===== src/rtl/shadow_pkg.sv =====
package shadow_pkg;

  typedef enum logic [1:0] {
    CLS_INVALID   = 2'd0,
    CLS_UNCHECKED = 2'd1,
    CLS_INSTR     = 2'd2
  } tgtClass_t;

  typedef struct packed {
    logic wrCommit;
    logic rdAccept;
    logic rdInWin;
  } ctrlStrb_t;

endpackage


===== src/rtl/shadow_ctrl.sv =====
module shadow_ctrl
  import shadow_pkg::*;
#(
  parameter int ADDR_W     = 64,
  parameter int PAGE_SHIFT = 12,
  parameter int WIN_IDX_W  = 6,
  parameter logic [ADDR_W-PAGE_SHIFT-1:0] WIN_BASE_PAGE = 'h100
) (
  input  logic                         clk,
  input  logic                         rstN,
  input  logic                         lockIn,
  input  logic                         wrEn,
  input  logic [ADDR_W-PAGE_SHIFT-1:0] wrPage,
  input  logic                         qValid,
  input  logic [ADDR_W-PAGE_SHIFT-1:0] qPage,
  output ctrlStrb_t                    strb,
  output logic [WIN_IDX_W-1:0]         wrIdx,
  output logic [WIN_IDX_W-1:0]         rdIdx,
  output logic                         rValid
);

  localparam int PW = ADDR_W - PAGE_SHIFT;
  localparam logic [PW-1:0] WIN_PAGES = PW'(1) << WIN_IDX_W;

  logic [PW-1:0] wrOff;
  logic [PW-1:0] rdOff;
  logic          wrInWin;
  logic          rdInWin;

  // Window membership is computed as an offset from the base page, so the
  // base needs no particular alignment.
  always_comb begin
    wrOff   = wrPage - WIN_BASE_PAGE;
    rdOff   = qPage - WIN_BASE_PAGE;
    wrInWin = (wrOff < WIN_PAGES);
    rdInWin = (rdOff < WIN_PAGES);
    wrIdx   = wrOff[WIN_IDX_W-1:0];
    rdIdx   = rdOff[WIN_IDX_W-1:0];
    strb.wrCommit = wrEn && !lockIn && wrInWin;
    strb.rdAccept = qValid;
    strb.rdInWin  = rdInWin;
  end

  always_ff @(posedge clk) begin
    if (!rstN) rValid <= 1'b0;
    else       rValid <= qValid;
  end


  lockBlocksWrite_chk: assert property (@(posedge clk) disable iff (!rstN)
    lockIn |-> !strb.wrCommit);

endmodule


===== src/rtl/shadow_dp.sv =====
module shadow_dp
  import shadow_pkg::*;
#(
  parameter int ADDR_W     = 64,
  parameter int PAGE_SHIFT = 12,
  parameter int ENTRY_W    = 16,
  parameter int WIN_IDX_W  = 6
) (
  input  logic                 clk,
  input  logic                 rstN,
  input  ctrlStrb_t            strb,
  input  logic [WIN_IDX_W-1:0] wrIdx,
  input  logic [ENTRY_W-1:0]   wrData,
  input  logic [WIN_IDX_W-1:0] rdIdx,
  input  logic [ADDR_W-1:0]    qAddr,
  input  logic                 rValid,
  output logic [1:0]           rClass,
  output logic [ADDR_W-1:0]    rCheckAddr
);

  localparam int PW      = ADDR_W - PAGE_SHIFT;
  localparam int DEPTH   = 1 << WIN_IDX_W;
  localparam logic [ENTRY_W-1:0] ENT_UNCHECKED = '1;
  localparam logic [ENTRY_W-1:0] ENT_INVALID   = '0;

  logic [ENTRY_W-1:0] shadowMem [DEPTH];

  logic [ENTRY_W-1:0] rdEntry;
  logic [PW-1:0]      pageUp;
  logic [ADDR_W-1:0]  roundUp;
  logic [ENTRY_W:0]   distPages;
  logic [ADDR_W-1:0]  distBytes;
  tgtClass_t          nxtClass;
  logic [ADDR_W-1:0]  nxtAddr;
  tgtClass_t          clsQ;
  logic [ADDR_W-1:0]  addrQ;
  logic               outWinQ;

  // Table: reset to invalid, written only on a committed strobe. The read
  // is taken from the array before the edge, so same-edge writes are unseen.
  always_ff @(posedge clk) begin
    if (!rstN) begin
      for (int i = 0; i < DEPTH; i++) shadowMem[i] <= ENT_INVALID;
    end else if (strb.wrCommit) begin
      shadowMem[wrIdx] <= wrData;
    end
  end

  always_comb begin
    rdEntry   = strb.rdInWin ? shadowMem[rdIdx] : ENT_INVALID;
    pageUp    = qAddr[ADDR_W-1:PAGE_SHIFT] + PW'(|qAddr[PAGE_SHIFT-1:0]);
    roundUp   = {pageUp, {PAGE_SHIFT{1'b0}}};
    distPages = {1'b0, rdEntry} + (ENTRY_W+1)'(1);
    distBytes = ADDR_W'(distPages) << PAGE_SHIFT;
    nxtAddr   = '0;
    if (rdEntry == ENT_INVALID) begin
      nxtClass = CLS_INVALID;
    end else if (rdEntry == ENT_UNCHECKED) begin
      nxtClass = CLS_UNCHECKED;
    end else begin
      nxtClass = CLS_INSTR;
      nxtAddr  = roundUp - distBytes;
    end
  end

  always_ff @(posedge clk) begin
    if (!rstN) begin
      clsQ    <= CLS_INVALID;
      addrQ   <= '0;
      outWinQ <= 1'b0;
    end else if (strb.rdAccept) begin
      clsQ    <= nxtClass;
      addrQ   <= nxtAddr;
      outWinQ <= !strb.rdInWin;
    end
  end

  assign rClass     = clsQ;
  assign rCheckAddr = addrQ;


  instrAligned_chk: assert property (@(posedge clk) disable iff (!rstN)
    (rValid && rClass == CLS_INSTR) |-> (rCheckAddr[PAGE_SHIFT-1:0] == '0));


  nonInstrZero_chk: assert property (@(posedge clk) disable iff (!rstN)
    (rValid && rClass != CLS_INSTR) |-> (rCheckAddr == '0));


  outWindowInvalid_chk: assert property (@(posedge clk) disable iff (!rstN)
    (rValid && outWinQ) |-> (rClass == CLS_INVALID));

endmodule


===== src/rtl/shadow_resolver.sv =====
module shadow_resolver
  import shadow_pkg::*;
#(
  parameter int ADDR_W     = 64,
  parameter int PAGE_SHIFT = 12,
  parameter int ENTRY_W    = 16,
  parameter int WIN_IDX_W  = 6,
  parameter logic [ADDR_W-PAGE_SHIFT-1:0] WIN_BASE_PAGE = 'h100
) (
  input  logic                         clk,
  input  logic                         rstN,
  input  logic                         lockIn,
  input  logic                         wrEn,
  input  logic [ADDR_W-PAGE_SHIFT-1:0] wrPage,
  input  logic [ENTRY_W-1:0]           wrData,
  input  logic                         qValid,
  input  logic [ADDR_W-1:0]            qAddr,
  output logic                         rValid,
  output logic [1:0]                   rClass,
  output logic [ADDR_W-1:0]            rCheckAddr
);

  ctrlStrb_t            strb;
  logic [WIN_IDX_W-1:0] wrIdx;
  logic [WIN_IDX_W-1:0] rdIdx;

  shadow_ctrl #(
    .ADDR_W(ADDR_W), .PAGE_SHIFT(PAGE_SHIFT),
    .WIN_IDX_W(WIN_IDX_W), .WIN_BASE_PAGE(WIN_BASE_PAGE)
  ) u_ctrl (
    .clk(clk), .rstN(rstN), .lockIn(lockIn), .wrEn(wrEn), .wrPage(wrPage),
    .qValid(qValid), .qPage(qAddr[ADDR_W-1:PAGE_SHIFT]),
    .strb(strb), .wrIdx(wrIdx), .rdIdx(rdIdx), .rValid(rValid)
  );

  shadow_dp #(
    .ADDR_W(ADDR_W), .PAGE_SHIFT(PAGE_SHIFT),
    .ENTRY_W(ENTRY_W), .WIN_IDX_W(WIN_IDX_W)
  ) u_dp (
    .clk(clk), .rstN(rstN), .strb(strb), .wrIdx(wrIdx), .wrData(wrData),
    .rdIdx(rdIdx), .qAddr(qAddr), .rValid(rValid),
    .rClass(rClass), .rCheckAddr(rCheckAddr)
  );

endmodule


===== config.mk =====
export PLATFORM = sky130hd
export DESIGN_NAME = shadow_resolver
export DESIGN_NICKNAME = d
export VERILOG_FILES = /design/src/rtl/shadow_pkg.sv /design/src/rtl/shadow_ctrl.sv /design/src/rtl/shadow_dp.sv /design/src/rtl/shadow_resolver.sv
export SDC_FILE = /design/constraint.sdc
export NUM_CORES = 2
export LEC_CHECK = 0
export ABC_CLOCK_PERIOD_IN_PS = 8650
export BUFFER_PORTS_ARGS = -buffer_cell sky130_fd_sc_hd__buf_2
export CORE_ASPECT_RATIO = 1.1
export CORE_UTILIZATION = 60
export DETAILED_ROUTE_END_ITERATION = 12
export GPL_TIMING_DRIVEN = 0
export PLACE_DENSITY = 0.8
export SLEW_MARGIN = 20
export SYNTH_ARGS = -nofsm -noshare
export SYNTH_HDL_FRONTEND = slang
export SYNTH_HIERARCHICAL = 1
export SYNTH_SLANG_ARGS = --single-unit

===== constraint.sdc =====
create_clock -name clk -period 8.65 [get_ports clk]
set_clock_uncertainty 0.15 [all_clocks]
set_input_delay 1.2975 -clock clk [delete_from_list [all_inputs] [get_ports clk]]
set_output_delay 1.2975 -clock clk [all_outputs]
set_load 0.01 [all_outputs]

==> impl_results.rst <==
.. list-table::
   :header-rows: 1

   * - Metric
     - Value
   * - Placed insts
     - 5219
   * - Fraction of final layout cells with drive strength greater than 1
     - 0.200
   * - Final wirelength
     - 188 mm
   * - Avg Vias per Cell
     - 6.90
   * - Largest net degree at the start of global routing
     - 20
   * - Slew at the pin closest to its max-slew limit
     - 1250 ps
   * - IO Count
     - 204
   * - Number of port buffers
     - roughly 170
   * - Classification of the worst-slack hold path
     - reg -> reg
   * - Outcome
     - finished clean
   * - Highest Clock Rate
     - around 0.12 GHz
   * - TritonCTS clock tree
     - built
   * - Hold violation count in the final report
     - 0
   * - Final period util
     - 0.996
   * - First-pass GRT wire length
     - 259 mm
   * - Shortest period the worst path allows
     - 8620 ps
   * - Sw Pwr
     - 2.92 mW
   * - Area Overhead vs Synth
     - 13.9%
   * - Total routing resource utilization after global routing
     - 0.418
   * - Unrepaired setup endpoints after global routing
     - false
   * - Final Non-Filler Cells
     - 5425
   * - Post-synth top area share
     - 0.580
   * - Max-slew headroom
     - 0.157
   * - Net total in the final layout
     - 4333
   * - Sequential area share after synthesis
     - 0.600
   * - Register share of total power
     - 0.509
   * - Arr. time, crit path
     - 9060 ps
   * - Post-detailed-route DRC marker count
     - 0
   * - Final count of negative-setup-slack endpoints
     - 0
   * - Final Total Pwr
     - 11.9 mW
   * - Share of flip-flops with an asynchronous set or reset after synthesis
     - 0
   * - Number of max-cap violations
     - 0
   * - Vias after detailed routing
     - 37400
   * - Routability cong.
     - 1.05
   * - Clk Tree Root Cell
     - sky130_fd_sc_hd__clkbuf_16
   * - Dominant cell type by area after synthesis
     - sky130_fd_sc_hd__edfxtp_1
   * - Proportion of power drawn by the clock network
     - 0.388
   * - Switching share of total power
     - 0.247
   * - Hold slack
     - between 300 and 400 ps
   * - Number of flops mapped to enable cells by yosys
     - 1024
   * - Number of max-slew violations in the final report
     - 0
   * - Avg Cell Area, Syn
     - 13.9 µm²
   * - Standard cell area after detailed placement
     - between 50000 and 60000 µm²
   * - CTS Hold Bufs
     - 0
   * - Post-synthesis cell area
     - 53100 µm²
   * - Drt first-iter violations
     - 5290
   * - Detailed Routing Iterations Pass 1
     - 8
   * - Library cell with the highest instance count after synthesis
     - sky130_fd_sc_hd__edfxtp_1
   * - Number of nets with antenna violations after routing
     - 0
   * - Type of the worst setup path
     - in -> reg
   * - Clock latency on the worst-skew pair
     - 720 ps
   * - Chip width
     - 286 µm
   * - CORE AREA
     - 87700 µm²
   * - Internal power consumption
     - slightly below 9 mW
   * - Final global-route overflow total
     - 0
   * - DP HPWL
     - 134 mm
   * - Post-route standard cell area excluding fillers
     - 60400 µm²
   * - Post-Synthesis Cells
     - 3830
   * - Total of flip-flops plus latches after synthesis
     - 1079
   * - Number of distinct library cells after synthesis
     - 94
   * - Ranking of synthesized cells by instance count
     - 1024 x sky130_fd_sc_hd__edfxtp_1, 979 x sky130_fd_sc_hd__and2_1, 232 x sky130_fd_sc_hd__clkbuf_1, 228 x sky130_fd_sc_hd__mux4_2, 101 x sky130_fd_sc_hd__nor2_1
   * - Critical path fanouts, max
     - 10
   * - Number of buffers inserted during clock tree synthesis
     - between 100 and 150
   * - Maximum ir drop on the vdd rail
     - 0.164 mV
   * - CP Capture Type
     - flip-flop
   * - Synth area leaders
     - sky130_fd_sc_hd__edfxtp_1 58%, sky130_fd_sc_hd__and2_1 12%, sky130_fd_sc_hd__mux4_2 9.7%, sky130_fd_sc_hd__dfxtp_1 2.1%, sky130_fd_sc_hd__mux2i_1 1.9%
   * - Clock-pin slew on the worst setup and hold paths
     - 50 ps
   * - Cell Rows
     - 114
   * - Die Outline Area
     - between 80000 and 90000 µm²
   * - Dominant register cell in the synthesized netlist
     - sky130_fd_sc_hd__edfxtp_1
   * - Combinational group share of total power
     - 0.103
   * - Critical Path RT
     - 9090 ps
   * - Clk buf depth
     - 3
   * - Initial antenna violation count
     - 11
   * - Post-DR wirelength/cell
     - 34.7 µm
   * - Leakage Power
     - 21.5 nW
   * - CTS sink count
     - 1079
   * - Vertical extent of the die
     - 314 µm
   * - Synthesis warning total
     - 6
   * - Pwr Density
     - 196 nW/µm²
   * - Via count of the first global-routing pass
     - 36100
   * - CTS H-tree depth
     - 3
   * - Starting density of the core
     - 0.605
   * - Kind of start point of the critical path
     - input pin
sequential cells by signal, summed over array words and instances, names as in the netlist:
signal / cells
u_ctrl/rValid: 1
u_dp/rCheckAddr: 52
u_dp/shadowMem: 1024
u_dp/rClass: 2
stage by stage:
step	setup WS (ps)	utilization	setup TNS, ps
global placement	-1090	0.631	-21970
finish	30.3	0.689	0
detailed placement	-1220	0.648	-25280
CTS	24.0	0.688	0
floorplan	573	-	0
global route	19.8	0.688	0
power groups by stage:
stage          Combinational (mW)  Sequential, mW  Clock, mW
5_1_grt                      1.23            6.04       4.80
2_1_floorplan               0.620            6.11          0
3_5_place_dp                 1.16            6.13          0
3_3_place_gp                 1.08            6.14          0
4_1_cts                      1.17            6.03       4.60
6_report                     1.22            6.03       4.61
kinds of logic (layout without fill, tap and decap cells):
group	after synthesis	after routing	share of synthesized area
compound gates	363	363	0.0471
xor+xnor	110	110	0.0182
fa+ha+maj	22	22	0.00533
buf+inv	379	799	0.0359
flops	1079	1079	0.600
mux	331	331	0.116
other cells	1	16	0.0000707
simple gates	1545	1545	0.177
routing by layer:
layer	track usage	share of wire	up-vias
li1	-	-	14900
met1	0.497	0.31	18200
met2	0.642	0.45	3387
met3	0.124	0.14	900
met4	0.325	0.094	14
met5	0	0.00061	-
worst paths after layout:
kind / from / to / slack [ps] / cells after the start
setup / recovery: qAddr[16] / u_dp/rCheckAddr[60] / 30 / 28
hold / removal: u_dp/rClass[1] / u_dp/rClass[1] / 310 / 1
setup reg to reg: u_dp/shadowMem[23][7] / u_dp/rCheckAddr[60] / 2010 / 22
hold reg to reg: u_dp/rClass[1] / u_dp/rClass[1] / 310 / 1
worst max-delay path, stage by stage:
cell and delay, ps:
sky130_fd_sc_hd__buf_2 140, sky130_fd_sc_hd__buf_4 110, sky130_fd_sc_hd__buf_2 360, sky130_fd_sc_hd__clkbuf_1 650
sky130_fd_sc_hd__clkinvlp_4 250, sky130_fd_sc_hd__buf_4 230, sky130_fd_sc_hd__buf_12 150, sky130_fd_sc_hd__nor2_2 680
sky130_fd_sc_hd__a221oi_1 220, sky130_fd_sc_hd__o22ai_1 490, sky130_fd_sc_hd__a21oi_1 340, sky130_fd_sc_hd__nor4_4 510
sky130_fd_sc_hd__and3_4 270, sky130_fd_sc_hd__nand2_1 60, sky130_fd_sc_hd__xnor2_1 120, sky130_fd_sc_hd__o211ai_1 240
sky130_fd_sc_hd__ha_1 370, sky130_fd_sc_hd__a21oi_1 230, sky130_fd_sc_hd__o21ai_0 120, sky130_fd_sc_hd__a31o_2 260
sky130_fd_sc_hd__a21oi_2 210, sky130_fd_sc_hd__o31ai_1 140, sky130_fd_sc_hd__nor4b_2 280, sky130_fd_sc_hd__buf_4 180
sky130_fd_sc_hd__nand2_1 160, sky130_fd_sc_hd__or4b_4 590, sky130_fd_sc_hd__xor2_1 160, sky130_fd_sc_hd__a22o_1 200
cells in the final DEF (no fill, tap or decap), types with 29 or more instances in the layout:
master	instances
sky130_fd_sc_hd__mux4_2	228
sky130_fd_sc_hd__clkbuf_1	240
sky130_fd_sc_hd__buf_4	54
sky130_fd_sc_hd__clkinv_1	31
sky130_fd_sc_hd__nand2_1	84
sky130_fd_sc_hd__a22oi_1	50
sky130_fd_sc_hd__nor2_1	100
sky130_fd_sc_hd__a21oi_1	48
sky130_fd_sc_hd__o22ai_1	30
sky130_fd_sc_hd__nor3_1	34
sky130_fd_sc_hd__edfxtp_1	1024
sky130_fd_sc_hd__a22o_1	60
sky130_fd_sc_hd__dfxtp_1	55
sky130_fd_sc_hd__clkbuf_16	111
sky130_fd_sc_hd__mux2i_1	100
sky130_fd_sc_hd__buf_2	189
sky130_fd_sc_hd__o21ai_4	38
sky130_fd_sc_hd__xnor2_1	70
sky130_fd_sc_hd__nand3_1	60
sky130_fd_sc_hd__nor4_1	29
sky130_fd_sc_hd__and3_1	87
sky130_fd_sc_hd__and2_1	979
sky130_fd_sc_hd__buf_6	49
sky130_fd_sc_hd__xor2_1	39
final cells by class:
cell class / instances / area [µm²]
flip-flops and latches: 1079 / 31900
well taps: 1160 / 1450
clock buffers: 134 / 2860
diodes: 4 / 10.0
multi-input cells: 2383 / 19900
fillers: 5959 / 27300
plain buffers: 354 / 1850
inverters: 22 / 86.3
repair buffers: 225 / 1810
clock inverters: 64 / 553
timing repair:
item                       CTS  global route
gates resized for setup     11             8
setup endpoints to repair   21            20
buffers inserted             6             1
pin swaps                    1             1
(Power assumes the default switching activity.)
